## src/rtl/iowin_pkg.sv

```systemverilog
package iowin_pkg;

  localparam int ADDR_W = 32;
  localparam int DATA_W = 32;

  // strobes from control to datapath
  typedef struct packed {
    logic capture;    // latch request fields and mode settings
    logic latchRead;  // latch returned I/O read data
  } ctlStrobes_t;

  // lane alignment and optional byte reversal; size 0 byte, 1 half, else word
  function automatic logic [DATA_W-1:0] laneFix(input logic [DATA_W-1:0] d,
                                                 input logic [1:0] sz,
                                                 input logic en);
    logic [DATA_W-1:0] r;
    case (sz)
      2'd0:    r = {24'h0, d[7:0]};
      2'd1:    r = en ? {16'h0, d[7:0], d[15:8]} : {16'h0, d[15:0]};
      default: r = en ? {d[7:0], d[15:8], d[23:16], d[31:24]} : d;
    endcase
    return r;
  endfunction

endpackage

```

## src/rtl/iowin_ctrl.sv

```systemverilog
module iowin_ctrl
  import iowin_pkg::*;
(
  input  logic        clk,
  input  logic        rstN,
  input  logic        cpuSel,
  input  logic        hit,
  input  logic        ioAck,
  output logic        ioReq,
  output logic        cpuReady,
  output ctlStrobes_t strobes
);

  typedef enum logic [1:0] {
    ST_IDLE = 2'd0,
    ST_WAIT = 2'd1,
    ST_RESP = 2'd2
  } ctlState_e;

  ctlState_e state, stateNext;

  always_comb begin
    strobes.capture   = (state == ST_IDLE) && cpuSel && hit;
    strobes.latchRead = (state == ST_WAIT) && ioAck;
  end

  always_comb begin
    stateNext = state;
    case (state)
      ST_IDLE: if (strobes.capture)   stateNext = ST_WAIT;
      ST_WAIT: if (strobes.latchRead) stateNext = ST_RESP;
      ST_RESP: stateNext = ST_IDLE;
      default: stateNext = ST_IDLE;
    endcase
  end

  always_ff @(posedge clk or negedge rstN) begin
    if (!rstN) state <= ST_IDLE;
    else       state <= stateNext;
  end

  assign ioReq    = (state == ST_WAIT);
  assign cpuReady = (state == ST_RESP);

endmodule

```

## src/rtl/iowin_dp.sv

```systemverilog
module iowin_dp
  import iowin_pkg::*;
#(
  parameter logic [ADDR_W-1:0] WIN_BASE = 32'h8000_0000,
  parameter int WIN_BITS   = 23,
  parameter int PORT_W     = 16,
  parameter int KEEP_LOW   = 5,
  parameter int PAGE_LSB   = 12,
  parameter int FOLD_SHIFT = 7
) (
  input  logic              clk,
  input  logic              rstN,
  input  logic [ADDR_W-1:0] cpuAddr,
  input  logic              cpuWe,
  input  logic [1:0]        cpuSize,
  input  logic [DATA_W-1:0] cpuWdata,
  input  logic              mapMode,
  input  logic              swapEn,
  input  ctlStrobes_t       strobes,
  input  logic [DATA_W-1:0] ioRdata,
  output logic              hit,
  output logic [PORT_W-1:0] ioAddr,
  output logic              ioWe,
  output logic [1:0]        ioSize,
  output logic [DATA_W-1:0] ioWdata,
  output logic [DATA_W-1:0] cpuRdata
);

  localparam int TAG_W = ADDR_W - WIN_BITS;

  logic [WIN_BITS-1:0] offset;
  logic [PORT_W-1:0]   densePort;
  logic [PORT_W-1:0]   sparsePort;
  logic                swapHeld;

  assign hit       = (cpuAddr[ADDR_W-1 -: TAG_W] == WIN_BASE[ADDR_W-1 -: TAG_W]);
  assign offset    = cpuAddr[WIN_BITS-1:0];
  assign densePort = offset[PORT_W-1:0];

  // sparse fold: low bits kept, page bits moved down by FOLD_SHIFT
  for (genvar i = 0; i < PORT_W; i++) begin : g_fold
    localparam int SRC = i + FOLD_SHIFT;
    if (i < KEEP_LOW) begin : g_low
      assign sparsePort[i] = offset[i];
    end else if (SRC >= PAGE_LSB && SRC < WIN_BITS) begin : g_page
      assign sparsePort[i] = offset[SRC];
    end else begin : g_zero
      assign sparsePort[i] = 1'b0;
    end
  end

  always_ff @(posedge clk or negedge rstN) begin
    if (!rstN) begin
      ioAddr   <= '0;
      ioWe     <= 1'b0;
      ioSize   <= 2'd0;
      ioWdata  <= '0;
      swapHeld <= 1'b0;
    end else if (strobes.capture) begin
      ioAddr   <= mapMode ? sparsePort : densePort;
      ioWe     <= cpuWe;
      ioSize   <= cpuSize;
      ioWdata  <= laneFix(cpuWdata, cpuSize, swapEn);
      swapHeld <= swapEn;
    end
  end

  always_ff @(posedge clk or negedge rstN) begin
    if (!rstN)                  cpuRdata <= '0;
    else if (strobes.latchRead) cpuRdata <= laneFix(ioRdata, ioSize, swapHeld);
  end

endmodule

```

## src/rtl/iowin_xlate.sv

```systemverilog
module iowin_xlate
  import iowin_pkg::*;
#(
  parameter logic [31:0] WIN_BASE = 32'h8000_0000,
  parameter int WIN_BITS   = 23,
  parameter int PORT_W     = 16,
  parameter int KEEP_LOW   = 5,
  parameter int PAGE_LSB   = 12,
  parameter int FOLD_SHIFT = 7
) (
  input  logic              clk,
  input  logic              rstN,
  input  logic              cpuSel,
  input  logic [31:0]       cpuAddr,
  input  logic              cpuWe,
  input  logic [1:0]        cpuSize,
  input  logic [31:0]       cpuWdata,
  output logic [31:0]       cpuRdata,
  output logic              cpuReady,
  input  logic              mapMode,
  input  logic              swapEn,
  output logic              ioReq,
  output logic              ioWe,
  output logic [1:0]        ioSize,
  output logic [PORT_W-1:0] ioAddr,
  output logic [31:0]       ioWdata,
  input  logic [31:0]       ioRdata,
  input  logic              ioAck
);

  ctlStrobes_t strobes;
  logic        hit;

  iowin_ctrl u_ctrl (
    .clk      (clk),
    .rstN     (rstN),
    .cpuSel   (cpuSel),
    .hit      (hit),
    .ioAck    (ioAck),
    .ioReq    (ioReq),
    .cpuReady (cpuReady),
    .strobes  (strobes)
  );

  iowin_dp #(
    .WIN_BASE   (WIN_BASE),
    .WIN_BITS   (WIN_BITS),
    .PORT_W     (PORT_W),
    .KEEP_LOW   (KEEP_LOW),
    .PAGE_LSB   (PAGE_LSB),
    .FOLD_SHIFT (FOLD_SHIFT)
  ) u_dp (
    .clk      (clk),
    .rstN     (rstN),
    .cpuAddr  (cpuAddr),
    .cpuWe    (cpuWe),
    .cpuSize  (cpuSize),
    .cpuWdata (cpuWdata),
    .mapMode  (mapMode),
    .swapEn   (swapEn),
    .strobes  (strobes),
    .ioRdata  (ioRdata),
    .hit      (hit),
    .ioAddr   (ioAddr),
    .ioWe     (ioWe),
    .ioSize   (ioSize),
    .ioWdata  (ioWdata),
    .cpuRdata (cpuRdata)
  );

endmodule

```

## config.mk

```make
export PLATFORM = sky130hd
export DESIGN_NAME = iowin_xlate
export DESIGN_NICKNAME = d
export VERILOG_FILES = /design/src/rtl/iowin_pkg.sv /design/src/rtl/iowin_ctrl.sv /design/src/rtl/iowin_dp.sv /design/src/rtl/iowin_xlate.sv
export SDC_FILE = /design/constraint.sdc
export NUM_CORES = 1
export LEC_CHECK = 0
export ABC_AREA = 1
export CAP_MARGIN = 10
export CORE_MARGIN = 1.5
export CORE_UTILIZATION = 44
export DETAILED_ROUTE_END_ITERATION = 12
export PLACE_DENSITY = 0.83
export SYNTH_ARGS = -nofsm -noshare
export SYNTH_HDL_FRONTEND = slang
export SYNTH_HIERARCHICAL = 1
export SYNTH_SLANG_ARGS = --single-unit
```

## constraint.sdc

```tcl
create_clock -name clk -period 2.15 [get_ports clk]
set_clock_uncertainty 0.15 [all_clocks]
set_input_delay 0.5375 -clock clk [delete_from_list [all_inputs] [get_ports clk]]
set_output_delay 0.5375 -clock clk [all_outputs]
set_load 0.02 [all_outputs]
```

After elaboration in Yosys (flattened, before gate mapping)
Cells that the tools add are included.
W data, S select, Z words.
{ "classes": {"n_reduce_logical": 7, "eq_ne": 7, "muxes": 10} }
{ "ops": {"columns": ["cell", "count"], "rows": [
  ["$pmux W32 S2", 2],
  ["$mux W32", 2],
  ["$mux W16", 3],
  ["$eq A9 B9 Y1 const B", 1],
  ["$eq A2 B1 Y1 const B", 3],
  ["$logic_not A2 Y1", 3],
  ["$mux W2", 2],
  ["$pmux W2 S2", 1],
  ["$logic_and A1 B1 Y1", 3],
  ["$eq A2 B2 Y1 const B", 1],
  ["$ne A2 B1 Y1 const B", 1],
  ["$ne A2 B2 Y1 const B", 1],
  ["$reduce_and A2 Y1", 1]
]} }
{ "word_totals": {"regBits": 86, "inputBits": 105} }

Longest topological paths before layout
Gate-level depths: netlist (run 1).
{ "depth": {"depth_word": 5, "ltp_mapped": 13, "depth_no_buf": 12} }

Modules after synthesis
The synthesis (run 1) kept the hierarchy.
{ "by_module_without_submodules": {"columns": ["module", "cells_each", "area_per_inst_um2", "instances"], "rows": [
  ["iowin_dp", 653, 4643.2, 1],
  ["iowin_ctrl", 16, 106.4, 1]
]} }

Least setup slack after synthesis (run 1)
Ideal clock, no wire load.
{ "synth_timing": {"kind": "input -> register", "startpoint": "input cpuAddr[26]", "endpoint": "register u_dp.ioWdata[0]", "arrival_ns": 1.601, "setup_time_ns": 0.113, "n_path_buf": 1, "t_required_ns": 1.887, "path_slack_ns": 0.286, "path_stages": 13, "path_cell_list": "nor2_1 nand4_1 nor3_1 nand2_1 inv_1 nand2_1 inv_1 inv_2 buf_2 a21oi_1 nand3_1 nand2_1 inv_1"} }
{ "synth_lines": {"columns": ["item", "line", "source"], "rows": [
  ["start: declaration", "iowin_xlate.sv:14", "input logic [31:0] cpuAddr,"],
  ["end signal: assignment", "iowin_dp.sv:63", "ioWdata <= laneFix(cpuWdata, cpuSize, swapEn);"],
  ["end: declaration", "iowin_dp.sv:25", "output logic [DATA_W-1:0] ioWdata,"]
]} }

Worst setup path after layout (run 1)
{ "layout_timing": {"startpoint": "register u_dp.ioWdata[31]", "endpoint": "output ioWdata[31]"} }
{ "layout_lines": {"columns": ["item", "line", "source"], "rows": [
  ["end: declaration", "iowin_xlate.sv:26", "output logic [31:0] ioWdata,"]
]} }
No word-level cell between the ends.

==> reports/qor.csv, run 1 <==
metric;value;unit
CTS Root Cell;clkbuf_8;
CTS sink cnt;86;
Top Layer Used;met4;
worst hold path type;reg -> reg;
max cap viols;0;
DIE AREA;11430;sq um
simple-gate portion of the synthesized area;30.95;%
Worst Path Required;1.46;ns
worst slack, placed;-0.3017;ns
total net switching power;0.9476;mW
Bufs and invs on worst path;1;
share of layout cells above drive strength 1;8.611;%
HP Start;u_dp/ioAddr[3];
placer congestion estimate;0.8713;
slew margin rel.;67.43;%
Critical Path Slowest Stage Cell;clkdlybuf4s50_1;
CP startpoint kind;flop;
largest family of logic cells by synthesized area;simple AND/OR/NAND/NOR gates;
Comb pwr share;18.4;%
Setup TNS;0;ns
drt pass-1 iters;5;
hold path endpoint;u_dp/ioAddr[3];
final core occ;69.31;%
DR WL/cell;14.71;microns
Synth area leaders;dfrtp_1 (45%), nand2_1 (24%), o21ai_0 (7.3%), a21boi_0 (3.5%), inv_1 (3.3%);
RR Endpoint;u_dp/cpuRdata[27];
largest net degree at the start of global routing;38;
Slew Limit Fails;0;
worst slew pin tran;0.4880;ns
vias in the first global route;4972;
WHS;0.3384;ns
DP HPWL;11.24;mm
initial antenna violation count;0;
reg2reg path depth;3;
post-route ant nets;0;
IO buf count;189;
first-pass GRT wire length;23.51;mm
Data arrival, critical path;1.39;ns
worst vdd ir;0.2752;mV
wire length on met3;1.319;mm
Final min period;2.081;ns
mux share of post-synthesis cell area;0;%
Clock power frac;36.3;%
Tot Pwr;3.716;mW
Yosys warning total;6;
Clock Path Buffers;2;
Worst-Skew Late Latency;0.35;ns
Nets;972;
WHS Path Cells;2;
area of the mapped netlist;4750;sq um
final setup fails;0;
clock tree from TritonCTS;done;
slowest stage delay, CP;0.63;ns
WS Path Type;reg -> out;
compound-cell area share of the yosys netlist;15.78;%
Core Area;10420;sq um
Synth top cells by count;nand2_1 (299), dfrtp_1 (86), o21ai_0 (69), inv_1 (42), nand3_1 (26);
Remaining Overflow, GRT;0;
Die X;106.9;microns
Die Y;106.9;microns
GRT Overall Usage;26.24;%
R2R Setup Slk;0.39;ns
worst reg2reg startpoint;u_dp/swapHeld;
run status;finished clean;
leak pwr;3.677;nW
cell count after synthesis;669;
fillers;843;
IO Pins;190;
CTS H-tree lvls;3;
CP Capture Type;output pin;
Yosys reg bits;86;
Rows;37;
M1 WL;6.106;mm
register area;2152;sq um
via count;5227;
Starting Density;45.60;%
count leader, synth;nand2_1;
post-DR vias/cell;5.191;
CP top delay family;buffers and inverters;
sequential area share after synthesis;45.31;%
FMAX;0.4806;GHz
Async SR Flop Fraction;100.0;%
Yosys cell types;24;
EDFF count, synth;0;
synthesized area per cell;7.099;sq um
cell breakdown of the critical path;clkdlybuf4s50_1;
final hold violation count;0;
CTS buffer count;9;
Initial DRC Count;335;
Tcrit/Tclk final;96.79;%
Area Growth Syn to Fin;52.00;%
Synth top area share;45.31;%
P per Cell Area;514.7;nW/um^2
CP max FO;2;
Most used DFF post-synth;dfrtp_1;
P_int;2.768;mW
Post-Synth XOR/XNOR Area;0;%
ant diodes;0;
post-synth top area cell;dfrtp_1;
Mapped Nets;774;
Post-Route WL;14.82;mm
adder-cell area share of the yosys netlist;0;%
Sw Ratio;25.50;%
Clock transition at path regs;0.09;ns
Residual DRC;0;
area occupied by multi-input gates;2230;sq um
RSZ-0062 raised after global routing;false;
sequential share of power;45.3;%
crit path from;u_dp/ioWdata[31];
Final WS setup;0.06906;ns
metal2 WL;7.111;mm
==> per-stage QoR <==
step	cell area, sq um	std cells
global route	7219	1007
detailed placement	6954	991
global placement	6954	991
CTS	7197	1007
floorplan	4750	669
finish	7219	1007
==> power by group through the flow <==
stage / Clock, mW / Sequential, mW / Combinational [mW]
global placement: 0 / 1.71 / 0.666
finish: 1.35 / 1.68 / 0.685
floorplan: 0 / 1.76 / 0.234
detailed placement: 0 / 1.71 / 0.677
CTS: 1.38 / 1.68 / 0.683
global route: 1.47 / 1.69 / 0.746
==> logic make-up after synthesis <==
| family | Yosys count |
|---|---|
| AND/OR/NAND/NOR | 368 |
| buffers and inverters | 82 |
| AO/OA/AOI/OAI | 133 |
| flip-flops | 86 |
==> state kept, by name, summed over array words and instances (netlist names) <==
| register | flops |
|---|---|
| u_ctrl/state | 2 |
| u_dp/cpuRdata | 32 |
| u_dp/ioAddr | 16 |
| u_dp/ioSize | 2 |
| u_dp/ioWdata | 32 |
| u_dp/ioWe | 1 |
| u_dp/swapHeld | 1 |
==> cells in the final DEF (no fill, tap or decap), drive strengths merged <==
cell type      instances
nand2                299
clkdlybuf4s50        185
dfrtp                 86
o21ai                 79
inv                   46
buf                   34
nand3                 26
a21boi                23
a21oi                 22
nor2                  21
or2                   16
clkbuf                 9
a21o                   6
nor3                   5
bufinv                 3
a22o                   3
dlygate4sd2            2
clkinv                 2
clkinvlp               1
dlygate4sd3            1
dlymetal6s2s           1
nand4                  1
==> timing repair <==
action	4_1_cts	5_1_grt
gates resized for setup	2	8
setup endpoints to repair	2	48
hold endpoints to repair	27	0
setup buffers	0	0
hold buffers	1	0
==> final cells by class <==
cell class | count | area share, %
Timing Repair Buffer | 223 | 31.23
Sequential cell | 86 | 29.81
Multi-Input combinational cell | 501 | 30.88
Inverter | 46 | 2.461
Tap cell | 136 | 2.357
Clock inverter | 6 | 1.542
Clock buffer | 9 | 1.716
==> how the worst max path moves through the flow <==
stage,end,slack [ns],cells past startpoint
after floorplan,u_dp/ioWdata[0],0.29,13
after global placement,u_dp/ioWdata[23],-0.21,11
after detailed placement,u_dp/ioWdata[31],-0.30,12
after CTS,ioSize[0],0.04,1
after global routing,u_dp/ioWdata[24],0.004,11
final,ioWdata[31],0.07,1
==> metal layers <==
layer | global-route usage [%] | up-vias
li1 | - | 2512
met1 | 33.39 | 2384
met2 | 43.32 | 299
met3 | 6.565 | 32
met4 | 9.429 | 0
met5 | 0 | -
==> worst register-to-register path, delay by kind of cell, from the launching register on <==
| family | cells | cell delay [ns] |
|---|---|---|
| AOI/OAI and AO/OA | 2 | 0.54 |
| DFF | 1 | 0.64 |
| buffers and inverters | 1 | 0.31 |
(Power assumes the default switching activity.)
==> inputs of run 2 (changes only) <==
--- a/config.mk
+++ b/config.mk
@@ -11,6 +11,7 @@
 export CORE_UTILIZATION = 44
 export DETAILED_ROUTE_END_ITERATION = 12
 export PLACE_DENSITY = 0.83
+export RECOVER_POWER = 50
 export SYNTH_ARGS = -nofsm -noshare
 export SYNTH_HDL_FRONTEND = slang
 export SYNTH_HIERARCHICAL = 1
==> run 2 against run 1 <==
- worst hold slack about the same
- largest power group unchanged
- clock-buffer cell count unchanged
- wire length about the same
- largest cell class is now multi-input combinational cells
- clock power about the same
==> reports/qor.csv, run 2 (same netlist as run 1, synthesis figures left out) <==
metric;value;unit
post-route ant nets;0;
final hold violation count;0;
CP Capture Type;output pin;
fillers;855;
Initial DRC Count;333;
Tcrit/Tclk final;96.67;%
Die X;106.9;microns
WS Path Type;reg -> out;
IO Pins;190;
DP HPWL;11.24;mm
RSZ-0062 raised after global routing;false;
largest net degree at the start of global routing;38;
Clock Path Buffers;2;
DR WL/cell;14.73;microns
Design Area, Final;7149;sq um
Final min period;2.078;ns
CP startpoint kind;flop;
Nets;972;
cell breakdown of the critical path;clkdlybuf4s50_1;
register area;2152;sq um
Slew Limit Fails;0;
run status;finished clean;
Clock power frac;36.4;%
Bufs and invs on worst path;1;
placed inst area;6954;sq um
GRT Overall Usage;26.24;%
drt pass-1 iters;7;
CP top delay family;buffers and inverters;
Top Layer Used;met4;
IO buf count;189;
share of layout cells above drive strength 1;8.152;%
wire length on met3;1.333;mm
M1 WL;6.131;mm
Critical Path Slowest Stage Cell;clkdlybuf4s50_1;
metal2 WL;7.120;mm
P per Cell Area;519.4;nW/um^2
Regs by FF count;u_dp/cpuRdata (32), u_dp/ioWdata (32), u_dp/ioAddr (16);
initial antenna violation count;0;
ant diodes;0;
total net switching power;0.9504;mW
CP max FO;2;
Area Growth Syn to Fin;50.53;%
worst slew pin tran;0.7543;ns
worst vdd ir;0.2681;mV
CTS sink cnt;86;
vias in the first global route;4972;
Sw Ratio;25.60;%
worst hold path type;reg -> reg;
max cap viols;0;
Clock transition at path regs;0.09;ns
Worst-Skew Late Latency;0.35;ns
Residual DRC;0;
final setup fails;0;
CTS Root Cell;clkbuf_8;
clock tree from TritonCTS;done;
Core Area;10420;sq um
placer congestion estimate;0.8713;
Remaining Overflow, GRT;0;
Comb pwr share;18.3;%
FMAX;0.4811;GHz
Data arrival, critical path;1.39;ns
leak pwr;3.642;nW
first-pass GRT wire length;23.51;mm
Rows;37;
slew margin rel.;49.71;%
commonest non-fill, non-tap cell in the layout;nand2_1;
Starting Density;45.60;%
CTS H-tree lvls;3;
Worst Path Required;1.46;ns
P_int;2.763;mW
Post-Route WL;14.83;mm
commonest non-fill, non-tap cells in the layout;nand2_1 (299), clkdlybuf4s50_1 (184), dfrtp_1 (86);
sequential share of power;45.3;%
via count;5232;
WHS;0.3382;ns
Die Y;106.9;microns
CTS buffer count;9;
DIE AREA;11430;sq um
slowest stage delay, CP;0.63;ns
post-DR vias/cell;5.196;
area occupied by multi-input gates;2230;sq um
==> run 2: cell count changes in the layout (fill, tap and decap cells not counted), sizes merged <==
cell,delta
clkbuf,+9
buf,-8
clkdlybuf4s50,-1
dlygate4sd3,+1
dlymetal6s2s,-1
==> run 2: through the flow <==
stage / setup TNS [ns] / setup WS (ns) / total power [mW] / instances / utilization [%]
after floorplan: 0 / 0.2864 / 1.990 / 669 / -
after global placement: -8.693 / -0.2068 / 2.378 / 991 / 66.76
after detailed placement: -12.95 / -0.3017 / 2.389 / 991 / 66.76
after CTS: 0 / 0.03889 / 3.746 / 1007 / 69.09
after global routing: 0 / 0.004199 / 3.893 / 1007 / 68.64
final: 0 / 0.07163 / 3.713 / 1007 / 68.64
==> run 2: worst min-delay path: stages (launching register included) <==
cell     delay (ns)
dfrtp_1        0.36
nand2_1        0.05
nand2_1        0.05
==> run 2: layout make-up <==
class,count,share of cell area [%]
multi-input cells,501,31.19
repair buffers,223,30.56
clock inverters,6,1.558
inverters,46,2.485
flip-flops and latches,86,30.10
clock buffers,9,1.733
well taps,136,2.380
==> run 2: final timing paths <==
check	start	depth (start not counted)	to	slack, ns
min reg2reg	u_dp/ioAddr[3]	2	u_dp/ioAddr[3]	0.34
min in group asynchronous	rstN	2	u_dp/ioWe	0.64
min	u_dp/ioAddr[3]	2	u_dp/ioAddr[3]	0.34
max in group asynchronous	rstN	3	u_ctrl/state[0]	0.24
max reg2reg	u_dp/swapHeld	3	u_dp/cpuRdata[27]	0.38
max	u_dp/ioWdata[31]	1	ioWdata[31]	0.07
==> run 2: power by group through the flow <==
stage / clock network (mW) / registers, mW / logic, mW
after floorplan: 0 / 1.76 / 0.234
after global placement: 0 / 1.71 / 0.666
after detailed placement: 0 / 1.71 / 0.677
after CTS: 1.38 / 1.68 / 0.683
after global routing: 1.47 / 1.69 / 0.739
final: 1.35 / 1.68 / 0.679
==> run 2: layer usage <==
metal  track usage (%)  up-vias
li1                  -     2515
met1             33.39     2416
met2             43.32      278
met3             6.565       23
met4             9.429        0
met5                 0        -
==> run 2: repair_timing <==
| item | in CTS | in global routing |
|---|---|---|
| hold buffers | 1 | 0 |
| buffers inserted | 0 | 0 |
| setup endpoints to repair | 2 | 48 |
| gates cloned | 0 | 0 |
| resized for setup | 2 | 8 |
| hold endpoints to repair | 27 | 0 |
==> inputs of run 3 (changes only) <==
--- a/config.mk
+++ b/config.mk
@@ -10,8 +10,10 @@
 export CORE_MARGIN = 1.5
 export CORE_UTILIZATION = 44
 export DETAILED_ROUTE_END_ITERATION = 12
+export GPL_TIMING_DRIVEN = 0
 export PLACE_DENSITY = 0.83
 export RECOVER_POWER = 50
+export SLEW_MARGIN = 20
 export SYNTH_ARGS = -nofsm -noshare
 export SYNTH_HDL_FRONTEND = slang
 export SYNTH_HIERARCHICAL = 1
==> run 3 against run 2 <==
- non-clock buffer count rose by 5
- critical path depth unchanged
- flip-flop and latch count unchanged
- worst hold slack got worse by 0.0049 ns
- total power shrank 5.4%
- setup slack better by 0.0065 ns
- fmax is 0.31% higher
- highest routed layer unchanged
==> reports/qor.csv, run 3 (same netlist as run 1, synthesis figures left out) <==
metric;value;unit
max cap viols;0;
IO buf count;187;
Area Growth Syn to Fin;49.42;%
Clock transition at path regs;0.09;ns
largest net degree at the start of global routing;55;
worst hold path type;reg -> reg;
final hold violation count;0;
Design Area, Final;7097;sq um
CTS sink cnt;86;
Rows;37;
reg2reg path depth;5;
CP top delay family;buffers and inverters;
DR WL/cell;15.47;microns
CP max FO;3;
placed inst area;6817;sq um
post-DR vias/cell;5.304;
RSZ-0062 raised after global routing;true;
Critical Path Slowest Stage Cell;clkdlybuf4s50_1;
worst vdd ir;0.2897;mV
worst reg2reg startpoint;u_ctrl/state[1];
worst slew pin tran;0.9330;ns
P per Cell Area;495.1;nW/um^2
Comb pwr share;19.7;%
cell breakdown of the critical path;clkdlybuf4s50_1;
Clock Path Buffers;2;
crit path from;u_dp/ioSize[0];
first-pass GRT wire length;24.99;mm
Sw Ratio;27.21;%
total net switching power;0.9561;mW
Regs by FF count;u_dp/cpuRdata (32), u_dp/ioWdata (32), u_dp/ioAddr (16);
leak pwr;3.617;nW
Data arrival, critical path;1.38;ns
Residual DRC;0;
commonest non-fill, non-tap cells in the layout;nand2_1 (297), clkdlybuf4s50_1 (183), dfrtp_1 (86);
CTS H-tree lvls;3;
post-route ant nets;0;
Nets;977;
GRT Overall Usage;27.95;%
sequential share of power;47.8;%
RR Endpoint;u_dp/cpuRdata[30];
fillers;871;
WS Path Type;reg -> out;
CTS buffer count;9;
Final min period;2.072;ns
final core occ;68.13;%
slew margin rel.;37.80;%
IO Pins;190;
CP startpoint kind;flop;
Tcrit/Tclk final;96.37;%
final setup fails;0;
CTS Root Cell;clkbuf_8;
Slew Limit Fails;0;
ant diodes;0;
vias in the first global route;5228;
placer congestion estimate;0.8974;
Die X;106.9;microns
Clock power frac;32.5;%
Die Y;106.9;microns
R2R Setup Slk;0.37;ns
initial antenna violation count;0;
drt pass-1 iters;8;
Setup TNS;0;ns
Worst Path Required;1.46;ns
P_int;2.557;mW
Final WS setup;0.07811;ns
Starting Density;45.60;%
Remaining Overflow, GRT;0;
DP HPWL;11.82;mm
worst slack, placed;-0.5012;ns
via count;5368;
CP Capture Type;output pin;
share of layout cells above drive strength 1;9.589;%
Worst-Skew Late Latency;0.35;ns
run status;finished clean;
FMAX;0.4827;GHz
Initial DRC Count;285;
commonest non-fill, non-tap cell in the layout;nand2_1;
WP depth;1;
Post-Route WL;15.66;mm
DIE AREA;11430;sq um
Core Area;10420;sq um
Bufs and invs on worst path;1;
Critical Path End;ioSize[0];
slowest stage delay, CP;0.64;ns
clock tree from TritonCTS;done;
Tot Pwr;3.514;mW
==> run 3: cell type report <==
cell class,instances,area [sq um],area share [%]
Clock inverter,4,47.55,0.6700
Multi-Input combinational cell,501,2260,31.84
Timing Repair Buffer,192,1922,27.08
Inverter,46,177.7,2.504
Tap cell,136,170.2,2.398
Sequential cell,86,2152,30.32
Buffer,36,226.5,3.191
Clock buffer,11,141.4,1.992
==> run 3: worst reg2reg max path, cell delays in order, from the launching register on <==
cell and delay (ns):
dfrtp_1 0.44, nor3_2 0.34, inv_1 0.18, clkbuf_1 0.31
nand2_1 0.12, o21ai_0 0.11
==> run 3: power groups by stage <==
stage,Sequential [mW],Combinational [mW],Clock [mW]
after floorplan,1.76,0.234,0
after global placement,1.71,0.661,0
after detailed placement,1.71,0.677,0
after CTS,1.68,0.684,1.16
after global routing,1.68,0.754,1.24
final,1.68,0.692,1.14
==> run 3: timing repair <==
| action | in CTS | in global routing |
|---|---|---|
| buffers inserted | 0 | 2 |
| hold buffers | 1 | 0 |
| endpoints found under the hold margin | 32 | 0 |
| cloned | 0 | 1 |
| pin swaps | 0 | 4 |
| gates resized for setup | 7 | 27 |
| setup endpoints to repair | 55 | 81 |
==> run 3: per-layer routing <==
metal / track usage (%) / wire, microns / up-vias
li1: - / - / 2525
met1: 34.67 / 6132 / 2472
met3: 6.809 / 1689 / 40
met2: 46.84 / 7456 / 331
met4: 11.05 / 381 / 0
met5: 0 / 0 / -
==> run 3: metrics by stage <==
step | hold WS [ns] | std cells
6_report | 0.3333 | 1012
5_1_grt | 0.3622 | 1012
4_1_cts | 0.3378 | 1009
3_5_place_dp | 0.3171 | 993
3_3_place_gp | 0.3056 | 992
2_1_floorplan | 0.09191 | 669
==> run 3: worst min-delay path by stage <==
| stage | startpoint | endpoint | cells past startpoint |
|---|---|---|---|
| CTS | u_dp/ioAddr[1] | u_dp/ioAddr[1] | 2 |
| floorplan | rstN | u_ctrl/state[0] | 0 |
| detailed placement | u_dp/ioAddr[1] | u_dp/ioAddr[1] | 2 |
| finish | u_dp/ioAddr[4] | u_dp/ioAddr[4] | 2 |
| global route | u_dp/ioAddr[3] | u_dp/ioAddr[3] | 2 |
| global placement | u_dp/ioAddr[0] | u_dp/ioAddr[0] | 2 |
